--- config.mk ---
export PLATFORM = sky130hd
export DESIGN_NAME = can_rx_msgbuf
export DESIGN_NICKNAME = d
export VERILOG_FILES = /design/src/rtl/can_rxbuf_pkg.sv /design/src/rtl/can_rxbuf_mem.sv /design/src/rtl/can_rxbuf_wr.sv /design/src/rtl/can_rxbuf_rd.sv /design/src/rtl/can_rxbuf_occ.sv /design/src/rtl/can_rx_msgbuf.sv
export SDC_FILE = /design/constraint.sdc
export NUM_CORES = 1
export LEC_CHECK = 0
export ABC_AREA = 0
export BUFFER_PORTS_ARGS = -buffer_cell sky130_fd_sc_hd__buf_2
export CORE_UTILIZATION = 30
export CTS_BUF_LIST = sky130_fd_sc_hd__clkbuf_2
export DETAILED_ROUTE_END_ITERATION = 12
export PLACE_DENSITY_LB_ADDON = 0.12
export SYNTH_ARGS = -nofsm -noshare
export SYNTH_HDL_FRONTEND = slang
export SYNTH_SLANG_ARGS = --single-unit
export TNS_END_PERCENT = 20
--- constraint.sdc ---
create_clock -name clk -period 14.8 [get_ports clk]
set_input_delay 2.96 -clock clk [delete_from_list [all_inputs] [get_ports clk]]
set_output_delay 2.96 -clock clk [all_outputs]
set_load 0.02 [all_outputs]
--- src/rtl/can_rxbuf_pkg.sv ---
package can_rxbuf_pkg;
  localparam int BYTE_W   = 8;
  localparam int LEN_W    = 5;
  localparam int HDR_STD  = 3;
  localparam int HDR_EXT  = 5;
  localparam int MAX_DATA = 8;

  // Stored length of a frame, decoded from its info byte.
  function automatic logic [LEN_W-1:0] frame_len(input logic [BYTE_W-1:0] info);
    logic [LEN_W-1:0] hdr;
    logic [LEN_W-1:0] dat;
    hdr = info[7] ? LEN_W'(HDR_EXT) : LEN_W'(HDR_STD);
    if (info[6])
      dat = '0;
    else if (info[3:0] > 4'(MAX_DATA))
      dat = LEN_W'(MAX_DATA);
    else
      dat = {1'b0, info[3:0]};
    return hdr + dat;
  endfunction
endpackage

--- src/rtl/can_rxbuf_mem.sv ---
module can_rxbuf_mem #(
  parameter int DEPTH = 64,
  parameter int DW    = 8,
  localparam int AW   = $clog2(DEPTH)
) (
  input  logic          clk,
  input  logic          we,
  input  logic [AW-1:0] waddr,
  input  logic [DW-1:0] wdata,
  input  logic [AW-1:0] win_addr,
  output logic [DW-1:0] win_rdata,
  input  logic [AW-1:0] hdr_addr,
  output logic [DW-1:0] hdr_rdata
);
  logic [DW-1:0] store [DEPTH];

  always_ff @(posedge clk) begin
    if (we) store[waddr] <= wdata;
  end

  assign win_rdata = store[win_addr];
  assign hdr_rdata = store[hdr_addr];
endmodule

--- src/rtl/can_rxbuf_wr.sv ---
module can_rxbuf_wr #(
  parameter int DEPTH = 64,
  parameter int DW    = 8,
  localparam int AW   = $clog2(DEPTH)
) (
  input  logic          clk,
  input  logic          rst_n,
  input  logic          flush,
  input  logic          in_valid,
  output logic          in_ready,
  input  logic [DW-1:0] in_data,
  input  logic          in_commit,
  input  logic          in_abort,
  input  logic [AW:0]   used,
  output logic          we,
  output logic [AW-1:0] waddr,
  output logic [DW-1:0] wdata,
  output logic          commit_ok,
  output logic [AW:0]   commit_len,
  output logic          drop_evt
);
  logic [AW-1:0] base_q;
  logic [AW:0]   cnt_q;
  logic          ovf_q;
  logic [AW+1:0] fill;
  logic          fire, fits;
  logic [AW:0]   cnt_n;
  logic          ovf_n;
  logic          closing;

  assign in_ready = !flush;
  assign fire     = in_valid && in_ready;
  assign fill     = {1'b0, used} + {1'b0, cnt_q};
  assign fits     = fill < (AW+2)'(DEPTH);
  assign we       = fire && fits;
  assign waddr    = base_q + cnt_q[AW-1:0];
  assign wdata    = in_data;
  assign cnt_n    = cnt_q + (AW+1)'(we);
  assign ovf_n    = ovf_q || (fire && !fits);
  assign closing  = (in_commit || in_abort) && !flush;

  assign commit_ok  = in_commit && !flush && !ovf_n && (cnt_n != '0);
  assign drop_evt   = in_commit && !flush && ovf_n;
  assign commit_len = cnt_n;

  always_ff @(posedge clk or negedge rst_n) begin
    if (!rst_n) begin
      base_q <= '0;
      cnt_q  <= '0;
      ovf_q  <= 1'b0;
    end else if (flush) begin
      base_q <= '0;
      cnt_q  <= '0;
      ovf_q  <= 1'b0;
    end else if (closing) begin
      cnt_q <= '0;
      ovf_q <= 1'b0;
      if (commit_ok) base_q <= base_q + cnt_n[AW-1:0];
    end else begin
      cnt_q <= cnt_n;
      ovf_q <= ovf_n;
    end
  end

  // Committed plus open bytes never exceed the store.
  assert_fill_bound_R1: assert property (@(posedge clk) disable iff (!rst_n)
    fill <= (AW+2)'(DEPTH));

  // A dropped frame leaves the frame start where it was.
  assert_drop_rollback_R3: assert property (@(posedge clk) disable iff (!rst_n)
    drop_evt |=> base_q == $past(base_q));

  // An aborted frame neither counts nor overruns.
  assert_abort_quiet_R10: assert property (@(posedge clk) disable iff (!rst_n)
    (in_abort && !in_commit) |-> !commit_ok && !drop_evt);
endmodule

--- src/rtl/can_rxbuf_rd.sv ---
module can_rxbuf_rd #(
  parameter int DEPTH = 64,
  parameter int DW    = 8,
  localparam int AW   = $clog2(DEPTH)
) (
  input  logic          clk,
  input  logic          rst_n,
  input  logic          flush,
  input  logic          rel_cmd,
  input  logic          have_msg,
  input  logic [DW-1:0] hdr_byte,
  input  logic [AW-1:0] win_off,
  output logic [AW-1:0] hdr_addr,
  output logic [AW-1:0] win_addr,
  output logic          release_ok,
  output logic [AW:0]   release_len
);
  import can_rxbuf_pkg::*;

  logic [AW-1:0] rptr_q;

  assign hdr_addr    = rptr_q;
  assign win_addr    = rptr_q + win_off;
  assign release_ok  = rel_cmd && have_msg && !flush;
  assign release_len = (AW+1)'(frame_len(hdr_byte));

  always_ff @(posedge clk or negedge rst_n) begin
    if (!rst_n)          rptr_q <= '0;
    else if (flush)      rptr_q <= '0;
    else if (release_ok) rptr_q <= rptr_q + release_len[AW-1:0];
  end

  // A released frame's length is always a legal stored length.
  assert_len_legal_R2: assert property (@(posedge clk) disable iff (!rst_n)
    release_ok |-> (release_len >= (AW+1)'(HDR_STD)) &&
                   (release_len <= (AW+1)'(HDR_EXT + MAX_DATA)));
endmodule

--- src/rtl/can_rxbuf_occ.sv ---
module can_rxbuf_occ #(
  parameter int DEPTH = 64,
  localparam int AW   = $clog2(DEPTH),
  localparam int MAX_MSGS = DEPTH / 3
) (
  input  logic        clk,
  input  logic        rst_n,
  input  logic        flush,
  input  logic        commit_ok,
  input  logic [AW:0] commit_len,
  input  logic        release_ok,
  input  logic [AW:0] release_len,
  output logic [AW:0] used,
  output logic [AW:0] msg_cnt
);
  logic [AW:0] add_b, sub_b;

  assign add_b = commit_ok  ? commit_len  : '0;
  assign sub_b = release_ok ? release_len : '0;

  always_ff @(posedge clk or negedge rst_n) begin
    if (!rst_n) begin
      used    <= '0;
      msg_cnt <= '0;
    end else if (flush) begin
      used    <= '0;
      msg_cnt <= '0;
    end else begin
      used    <= used + add_b - sub_b;
      msg_cnt <= msg_cnt + (AW+1)'(commit_ok) - (AW+1)'(release_ok);
    end
  end

  // Counter cannot exceed the number of minimum-size frames.
  assert_count_cap_R6: assert property (@(posedge clk) disable iff (!rst_n)
    msg_cnt <= (AW+1)'(MAX_MSGS));

  // No release is honoured on an empty store.
  assert_no_underflow_R6: assert property (@(posedge clk) disable iff (!rst_n)
    release_ok |-> msg_cnt != '0);

  // Empty counter and empty byte store go together.
  assert_empty_match_R8: assert property (@(posedge clk) disable iff (!rst_n)
    (msg_cnt == '0) == (used == '0));
endmodule

--- src/rtl/can_rx_msgbuf.sv ---
module can_rx_msgbuf #(
  parameter int DEPTH = 64,
  parameter int DW    = 8,
  localparam int AW   = $clog2(DEPTH)
) (
  input  logic          clk,
  input  logic          rst_n,
  input  logic          reset_mode,
  input  logic          in_valid,
  output logic          in_ready,
  input  logic [DW-1:0] in_data,
  input  logic          in_commit,
  input  logic          in_abort,
  input  logic [AW-1:0] win_off,
  output logic [DW-1:0] win_data,
  input  logic          rel_cmd,
  input  logic          clr_overrun,
  input  logic          irq_ack,
  output logic [AW:0]   msg_count,
  output logic          buf_status,
  output logic          rx_irq,
  output logic          overrun_status,
  output logic          overrun_irq
);
  logic          we;
  logic [AW-1:0] waddr;
  logic [DW-1:0] wdata;
  logic          commit_ok, drop_evt, release_ok;
  logic [AW:0]   commit_len, release_len, used;
  logic [AW-1:0] hdr_addr, win_addr;
  logic [DW-1:0] hdr_byte;

  can_rxbuf_mem #(.DEPTH(DEPTH), .DW(DW)) u_mem (
    .clk(clk), .we(we), .waddr(waddr), .wdata(wdata),
    .win_addr(win_addr), .win_rdata(win_data),
    .hdr_addr(hdr_addr), .hdr_rdata(hdr_byte)
  );

  can_rxbuf_wr #(.DEPTH(DEPTH), .DW(DW)) u_wr (
    .clk(clk), .rst_n(rst_n), .flush(reset_mode),
    .in_valid(in_valid), .in_ready(in_ready), .in_data(in_data),
    .in_commit(in_commit), .in_abort(in_abort), .used(used),
    .we(we), .waddr(waddr), .wdata(wdata),
    .commit_ok(commit_ok), .commit_len(commit_len), .drop_evt(drop_evt)
  );

  can_rxbuf_rd #(.DEPTH(DEPTH), .DW(DW)) u_rd (
    .clk(clk), .rst_n(rst_n), .flush(reset_mode),
    .rel_cmd(rel_cmd), .have_msg(msg_count != '0), .hdr_byte(hdr_byte),
    .win_off(win_off), .hdr_addr(hdr_addr), .win_addr(win_addr),
    .release_ok(release_ok), .release_len(release_len)
  );

  can_rxbuf_occ #(.DEPTH(DEPTH)) u_occ (
    .clk(clk), .rst_n(rst_n), .flush(reset_mode),
    .commit_ok(commit_ok), .commit_len(commit_len),
    .release_ok(release_ok), .release_len(release_len),
    .used(used), .msg_cnt(msg_count)
  );

  always_ff @(posedge clk or negedge rst_n) begin
    if (!rst_n) begin
      overrun_status <= 1'b0;
      overrun_irq    <= 1'b0;
    end else begin
      if (drop_evt)         overrun_status <= 1'b1;
      else if (clr_overrun) overrun_status <= 1'b0;
      if (drop_evt)         overrun_irq <= 1'b1;
      else if (irq_ack)     overrun_irq <= 1'b0;
    end
  end

  assign buf_status = msg_count != '0;
  assign rx_irq     = msg_count != '0;

  // A dropped frame does not move the counter.
  assert_drop_uncounted_R3: assert property (@(posedge clk) disable iff (!rst_n)
    (drop_evt && !release_ok && !reset_mode) |=> msg_count == $past(msg_count));

  // Overrun raises both flags.
  assert_overrun_flags_R4: assert property (@(posedge clk) disable iff (!rst_n)
    drop_evt |=> overrun_status && overrun_irq);

  // Status survives an interrupt acknowledge.
  assert_status_sticky_R5: assert property (@(posedge clk) disable iff (!rst_n)
    (overrun_status && !clr_overrun) |=> overrun_status);

  // Reset mode leaves the store empty.
  assert_flush_empty_R11: assert property (@(posedge clk) disable iff (!rst_n)
    reset_mode |=> msg_count == '0);
endmodule

After elaboration in Yosys (flattened, before gate mapping)
Memories as Yosys holds them, arrays and structs flattened.
Cells that the tools add are included.
{"block": "totals", "word_cells": 67, "mem_bits_rw": 512, "mem_count": 1, "regBits": 36, "inputBits": 23, "output_inout_bits": 20}
{"name": "u_mem.store", "depth": 64, "width": 8, "read_ports": 2, "rd_ports_with_merged_regs": 0, "wr": 1, "line": "can_rxbuf_mem.sv:15", "text": "logic [DW-1:0] store [DEPTH];"}
{"block": "op_classes", "mux": 22, "n_lt_le_gt_ge": 2, "add_sub_neg": 11, "n_reduce_logical": 23}
{"op": "$mux 7", "n": 5}
{"op": "$mux 6", "n": 5}
{"op": "$add 6x6->6", "n": 3}
{"op": "$add 7x1->7", "n": 2}
{"op": "$reduce_bool 7->1", "n": 2}
{"op": "$logic_and 1x1->1", "n": 10}
{"op": "$reduce_bool 2->1", "n": 5}
{"op": "$add 7x7->8", "n": 1}
{"op": "$lt 8x7->1 const B", "n": 1}
{"op": "$mux 1", "n": 8}
{"op": "$mux 4", "n": 2}
{"op": "$add 7x7->7", "n": 1}
{"op": "$sub 7x1->7", "n": 1}
{"op": "$sub 7x7->7", "n": 1}
{"op": "$add 6x5->6", "n": 1}
{"op": "$add 5x4->5", "n": 1}
{"op": "$mux 5", "n": 1}
{"op": "$gt 4x4->1 const B", "n": 1}
{"op": "$logic_not 1->1", "n": 3}
{"op": "$mux 3", "n": 1}
{"op": "$logic_or 1x1->1", "n": 2}
{"op": "$reduce_and 2->1", "n": 1}

Depth between registers and ports, before layout
Gate-level depths: netlist of the first run.
{"block": "logic_depth", "word_depth": 12, "depth_mapped": 26, "ltp_nobuf": 25}

Modules after synthesis
Synthesis of the first run repeated with hierarchy kept, for this count alone.
{"block": "unflattened", "hier_cells": 1582, "area_unflattened_um2": 27405.0}
{"mod": "can_rxbuf_mem", "cells_each": 1195, "area_per_inst_um2": 23954.2, "n_inst": 1}
{"mod": "can_rxbuf_wr", "cells_each": 144, "area_per_inst_um2": 1305.0, "n_inst": 1}
{"mod": "can_rxbuf_occ", "cells_each": 140, "area_per_inst_um2": 1275.0, "n_inst": 1}
{"mod": "can_rxbuf_rd", "cells_each": 93, "area_per_inst_um2": 775.7, "n_inst": 1}
{"mod": "can_rx_msgbuf", "cells_each": 10, "area_per_inst_um2": 95.1, "n_inst": 1}

Worst setup path before layout of the first run
No wires, ideal clock.
{"block": "synth_timing", "kind": "input -> output", "startpoint": "input win_off[0]", "endpoint": "output win_data[0]", "n_path_buf": 3, "t_arrival_ns": 5.744, "path_stages": 9, "setup_slack_ns": 6.096, "path_cell_list": "ha_1 fa_1 clkbuf_1 buf_1 clkbuf_1 mux4_2 mux4_2 mux2i_1 a21oi_1"}
{"block": "synth_via", "elab_chain_cells": 2}
{"item": "start, declared", "line": "can_rx_msgbuf.sv:14", "text": "input logic [AW-1:0] win_off,"}
{"item": "$add 6x6->6", "line": "can_rxbuf_rd.sv:23", "text": "assign win_addr = rptr_q + win_off;"}
{"item": "$mem_v2 64x8"}
{"item": "end, declared", "line": "can_rx_msgbuf.sv:15", "text": "output logic [DW-1:0] win_data,"}
No other way between the ends.

Worst setup path after layout of the first run
{"block": "layout_timing", "startpoint": "input win_off[0]", "endpoint": "output win_data[3]"}
Same word-level chain as after synthesis.

==> metrics.md, run 1 <==
| Metric | Value |
|---|---|
| Final HPWL DP | 48.9 mm |
| Worst r2r src | u_rd.hdr_addr[0] |
| Pwr dens | 176 nW/um2 |
| Post-synthesis register bit count | 548 |
| Overflow after GRT | 0 |
| Port bufs | 42 |
| GR Util met3 | 4.82% |
| Yosys top cell by area | edfxtp_1 |
| Syn_nets | ~1500 |
| Slew HR | 7.36% |
| CP startpoint kind | input port |
| Storage element area | 16300 um2 |
| Max Clk Rate | roughly 94 MHz |
| Most common cell in the netlist | edfxtp_1 |
| Worst Hold Launch | u_wr.base_q[5] |
| Met2 usage | 27.8% |
| Floorplan row count | 107 |
| Area growth from synthesis to layout | 12.4% |
| Power Total | between 5 and 6 mW |
| Setup CP Type | input port to primary output |
| Arrival time worst endpoint | 7.72 ns |
| Slowest CP cell | fa_4 |
| Sequential share of the synthesized area | 62.4% |
| Dpl ws | 4.09 ns |
| Cell leakage power | 9.86 nW |
| Routing usage on met1 | 24.9% |
| # setup viols final | 0 |
| Yosys cell types | 54 |
| Die Wd | 297 um |
| Vias in the first global route | roughly 15000 |
| Critical path buffer and inverter count | 4 |
| DRC violations left | 0 |
| Setup Fix Bufs, Post-CTS | 0 |
| Die H | 297 um |
| Number of synthesized flops with an enable pin | 512 |
| Crit-path max cell delay | 1.32 ns |
| CTS Hold Bufs | 0 |
| Yosys top cell area share | 58.9% |
| CP cell instances | buf_2 -> ha_4 -> fa_4 -> buf_4 -> buf_4 -> mux4_2 -> mux4_2 -> mux2i_1 -> a21oi_1 -> buf_2 |
| Ys Warns | 0 |
| Fin crit share | 72.2% |
| Layout cells sized above 1 | 35.1% |
| Drt first pass iters | 5 |
| Fin crit period | 10.68 ns |
| Largest net degree at the start of global routing | 98 |
| Fill count | around 8200 |
| Layer with the highest usage | met2 |
| CTS tree | built |
| Final hold vios | 0 |
| Detail Route Antenna Nets | 0 |
| Clock-pin slew on the worst setup and hold paths | around 0.070 ns |
| Clock buffer depth | 3 |
| Setup Skew | 0.122 ns |
| Final Non-Filler Cells | between 2000 and 3000 |
| Area of placed instances | 27800 um2 |
| Post-synth top cells | edfxtp_1 (512), mux4_2 (241), nor2_1 (112) |
| Top post-synthesis cells by area | edfxtp_1 (59%), mux4_2 (21%), dfrtp_1 (3.5%) |
| Routed wire length | 78.9 mm |
| Via/cell ratio | 5.21 |
| Cell area after layout | 29300 um2 |
| Worst Setup SP | win_off[0] |
| Max cap viols | 0 |
| GP Congestion | 0.771 |
| Status | finished, final reports clean |
| Syn Inst Count | 1405 |
| Area of the multi-input gates | just over 9000 um2 |
| Largest fanout on the critical path | 47 |
| Gr usage total | 18.1% |
| Crit. End Element | primary output |
| Depth of the CTS H-tree | 4 |
| Critical Path RT | between 10 and 15 ns |
| Least-Margin Pin Slew | 1.38 ns |
| Initial antenna violation count | 6 |
| Initial Util | 30.5% |
| Main flop type after synthesis | edfxtp_1 |
| Skew-Pair Late Insertion Delay | 1.42 ns |
| Num CTS Buffers | 157 |
| Inst Count DP | 2569 |
| Total die area | 88200 um2 |
| Post-CTS Resized | 0 |
| Syn Area/Cell | 18.6 um2 |
| Pins Over Slew Limit | 0 |
| Delay-heaviest family, CP | buffers and inverters |
| Layout Nets | 1666 |
| Worst hold-check path type | flip-flop to flip-flop |
| Synth Cell Area | approximately 26000 um2 |
| Iteration-0 DRC Markers | 1386 |
| Core ar. | 85700 um2 |
| Io pins | 43 |
| Routed via count | 14900 |
| Root buf cell | clkbuf_2 |
| FFs w/ async S/R, synth | 6.57% |
| First-pass GRT wire length | 113 mm |
| Drt wl/cell | around 28 um |
| Setup_tns | 0 ns |
| RSZ-0062 raised after global routing | false |
| Final WS setup | around 4.1 ns |
| Sink Count | 548 |
| Maximum vdd drop | roughly 160 uV |
==> power by group <==
group / internal, mW / total (mW) / switching, mW
clock: 0.488 / 1.18 / 0.693
combinational: 1.02 / 2.20 / 1.18
sequential: 1.72 / 1.78 / 0.0620
total: 3.23 / 5.16 / 1.94
==> sequential cells by signal, indices dropped and copies added, names as in the netlist <==
signal and count:
u_occ.used 7, u_wr.ovf_q 1, u_wr.base_q 6, u_wr.cnt_q 7
overrun_status 1, u_rd.hdr_addr 6, u_mem.store 512, u_occ.msg_cnt 7
overrun_irq 1
==> layout by cell type, fill, tap and decap left out, types with 3 or more instances in the layout <==
master	synthesis	final
edfxtp_1	512	512
mux4_2	241	241
clkbuf_2	0	214
nor2_1	112	112
buf_4	5	53
nand2_1	48	48
ha_1	48	47
inv_1	44	44
buf_2	20	42
a21oi_1	39	39
clkinv_1	1	37
dfrtp_1	36	33
mux2i_1	32	32
xnor2_1	29	25
nor2b_1	23	23
mux4_1	20	20
nand3_1	16	16
clkinv_2	0	14
a21o_1	12	12
xor2_1	10	10
a211oi_1	10	10
fa_1	11	10
and2_1	8	8
nand2b_1	8	8
diode_2	0	7
o21ai_0	7	7
mux2_2	6	6
a311oi_1	6	6
nand4_1	5	5
o21bai_1	5	5
bufinv_16	0	5
nor3_1	4	4
a22oi_1	4	4
xnor2_2	0	3
inv_2	2	3
o22ai_1	3	3
inv_6	0	3
==> path summary, 6_finish.rpt <==
path,end,slack [ns],cells past startpoint
worst max-delay path,win_data[3],4.12,10
worst min-delay path,u_wr.base_q[5],0.50,1
worst max register to register,u_occ.used[6],7.86,18
worst min register to register,u_wr.base_q[5],0.50,1
max in group asynchronous,u_rd.hdr_addr[1],12.35,1
min in group asynchronous,u_rd.hdr_addr[2],1.77,1
==> per-layer routing <==
| layer | routed length, um | vias to the layer above | share of wire [%] |
|---|---|---|---|
| li1 | - | 6257 | - |
| met2 | 36500 | 567 | 46 |
| met3 | 5340 | 119 | 6.8 |
| met1 | 35500 | 7920 | 45 |
| met5 | 8 | - | 0.010 |
| met4 | 1470 | 2 | 1.9 |
==> logic make-up after synthesis <==
| family | Yosys count | synth area share (%) |
|---|---|---|
| AOI/OAI and AO/OA | 101 | 2.54 |
| xor gates and xnor gates | 39 | 1.31 |
| adders and majority gates | 59 | 3.14 |
| buffers and inverters | 124 | 2.32 |
| DFF | 548 | 62.4 |
| muxes | 299 | 24.3 |
| and+or+nand+nor | 235 | 4.03 |
==> final cells by class <==
class / instances / share of cell area (%)
well taps: 1144 / 4.88
inverters: 47 / 0.602
clock buffers: 214 / 3.65
repair buffers: 97 / 2.21
clock inverters: 63 / 1.43
diodes: 7 / 0.0597
flip-flops and latches: 548 / 55.5
multi-input cells: 733 / 31.6
==> stage by stage <==
stage                     hold WS (ns)  util (%)
after floorplan                  0.466         -
after global placement           0.490      32.5
after detailed placement         0.490      32.5
after CTS                        0.501      34.2
after global routing             0.529      34.2
final                            0.502      34.2
Power figures use the tool's default switching activity.
==> run 2, diff against run 1 <==
==> constraint.sdc (replaced) <==
create_clock -name clk -period 10.4 [get_ports clk]
set_input_delay 2.08 -clock clk [delete_from_list [all_inputs] [get_ports clk]]
set_output_delay 2.08 -clock clk [all_outputs]
set_load 0.02 [all_outputs]
==> run 2 against run 1 <==
Non-clock buffer count fell by 4. Die area did not move. Sequential share of layout area rose by 0.41 points. Combinational power rose by 44%. Worst setup slack got worse by 1.9 ns. Final cell count fell by 0.88%. Register-to-register slack got worse by 4.0 ns. Critical endpoint is now win_data[5]. Via count fell by 1.6%. Critical path type is now flip-flop to primary output.
==> metrics.md, run 2 (same netlist as run 1, synthesis figures left out) <==
| Metric | Value |
|---|---|
| Status | finished, final reports clean |
| Die Wd | 297 um |
| Crit. End Element | primary output |
| Drt first pass iters | 5 |
| Total die area | 88200 um2 |
| Clock-pin slew on the worst setup and hold paths | 0.11 ns |
| Detail Route Antenna Nets | 0 |
| Routed wire length | 78.1 mm |
| Floorplan row count | around 110 |
| Routed wl met3 | approximately 4.0 mm |
| First-pass GRT wire length | roughly 110 mm |
| Power Total | slightly above 7 mW |
| Largest fanout on the critical path | 109 |
| Pins Over Slew Limit | 0 |
| CTS tree | built |
| Routed via count | 14600 |
| CP startpoint kind | flip-flop |
| Root buf cell | clkbuf_2 |
| Largest register FFs | 512 |
| Largest net degree at the start of global routing | 110 |
| Gr usage total | 18.0% |
| Commonest non-fill, non-tap cell in the layout | edfxtp_1 |
| Pwr dens | between 200 and 250 nW/um2 |
| Initial Util | 30.5% |
| Port bufs | 42 |
| Vias in the first global route | roughly 15000 |
| Iteration-0 DRC Markers | 1202 |
| Sink Count | 548 |
| Core ar. | 85700 um2 |
| Final HPWL DP | between 40 and 50 mm |
| Clock buffer depth | 3 |
| P_int | 4.48 mW |
| Drt wl/cell | about 28 um |
| Area growth from synthesis to layout | 11.5% |
| Setup_tns | 0 ns |
| Top layer in use | met5 |
| Post-CTS Resized | 0 |
| Layout Nets | 1656 |
| Comb pwr share | approximately 44% |
| Via/cell ratio | 5.17 |
| Fin crit share | 79.1% |
| Commonest non-fill, non-tap cells in the layout | edfxtp_1 (512), mux4_2 (241), clkbuf_2 (217) |
| Io pins | 43 |
| GP Congestion | 0.798 |
| Clock power frac | approximately a fifth |
| Setup Skew | 0.104 ns |
| Met2 Routed Length | between 30 and 40 mm |
| Maximum vdd drop | 208 uV |
| DRC violations left | 0 |
| Depth of the CTS H-tree | 4 |
| Sw frac | 37.7% |
| Fin crit period | ~8.2 ns |
| Critical Path RT | approximately 8.3 ns |
| Die H | 297 um |
| Final hold vios | 0 |
| Least-Margin Pin Slew | approximately 1.4 ns |
| Initial antenna violation count | 6 |
| Slew HR | 8.32% |
| Arrival time worst endpoint | 6.15 ns |
| Setup CP Type | flip-flop to primary output |
| Skew-Pair Late Insertion Delay | 1.38 ns |
| Cell leakage power | between 9 and 10 nW |
| Max cap viols | 0 |
| Largest reg by FF count | u_mem.store |
| Met1 wire length | 35.4 mm |
| Max Clk Rate | between 100 and 150 MHz |
| Worst hold-check path type | flip-flop to flip-flop |
| Seq pwr share | 34.8% |
| Net Sw Power | between 2 and 3 mW |
| Setup Fix Bufs, Post-CTS | 0 |
| Layout cells sized above 1 | a little over a third |
| RSZ-0062 raised after global routing | false |
| Num CTS Buffers | 151 |
| # setup viols final | 0 |
| Final Non-Filler Cells | 2828 |
| CTS Hold Bufs | 0 |
| Inst Count DP | 2565 |
| Overflow after GRT | 0 |
-- run 2: changes by cell type in the layout (fill, tap and decap cells not counted), moves of 2 or more --
cell / previous run / this run
clkbuf_2: 214 / 217
clkinv_1: 37 / 20
inv_6: 3 / 6
bufinv_16: 5 / 0
diode_2: 7 / 10
clkinv_2: 14 / 2
clkinvlp_4: 2 / 4
buf_4: 53 / 48
-- run 2: area by class of cell --
cell class	instances	area, um2
Sequential cell	548	16300
Tap cell	1144	1430
Clock inverter	36	198
Multi-Input combinational cell	733	9280
Clock buffer	217	1090
Inverter	47	176
Timing Repair Buffer	93	631
Fill cell	8279	56600
Antenna cell	10	25.0
-- run 2: final timing paths --
path,from,to,slack (ns),cells after the start
max,u_rd.hdr_addr[0],win_data[5],2.17,9
min,u_wr.base_q[5],u_wr.base_q[5],0.50,1
max reg2reg,u_rd.hdr_addr[1],u_occ.used[6],3.82,18
min reg2reg,u_wr.base_q[5],u_wr.base_q[5],0.50,1
max in group asynchronous,rst_n,u_rd.hdr_addr[1],8.90,1
min in group asynchronous,rst_n,u_occ.msg_cnt[3],0.82,1
-- run 2: metal layers --
layer  vias to the layer above  track usage, %
met5                         -               0
met4                         2            5.50
met3                       123            3.77
met2                       460            28.2
met1                      7827            25.1
li1                       6211               -
-- run 2: per-stage QoR --
step	hold slack, ns	setup slack, ns	util (%)	area (um2)
3_5_place_dp	0.490	2.12	32.5	27800
4_1_cts	0.505	1.77	33.9	29100
3_3_place_gp	0.485	2.10	32.5	27800
2_1_floorplan	0.466	3.46	-	26100
6_report	0.500	2.17	34.0	29100
5_1_grt	0.530	1.78	34.0	29100
-- run 2: critical path, stage by stage, from the launching register on --
cell	delay, ns
dfrtp_4	0.49
buf_12	0.27
ha_4	0.30
fa_4	1.20
buf_12	0.34
mux4_2	0.37
mux4_2	0.53
a211oi_1	0.80
a21oi_1	0.09
buf_2	0.21
-- run 2: power by group through the flow --
stage	logic, mW	registers (mW)	clock network, mW
after floorplan	2.28	2.52	0
after global placement	3.23	2.56	0
after detailed placement	3.22	2.56	0
after CTS	3.23	2.51	1.59
after global routing	3.40	2.51	1.69
final	3.17	2.50	1.52
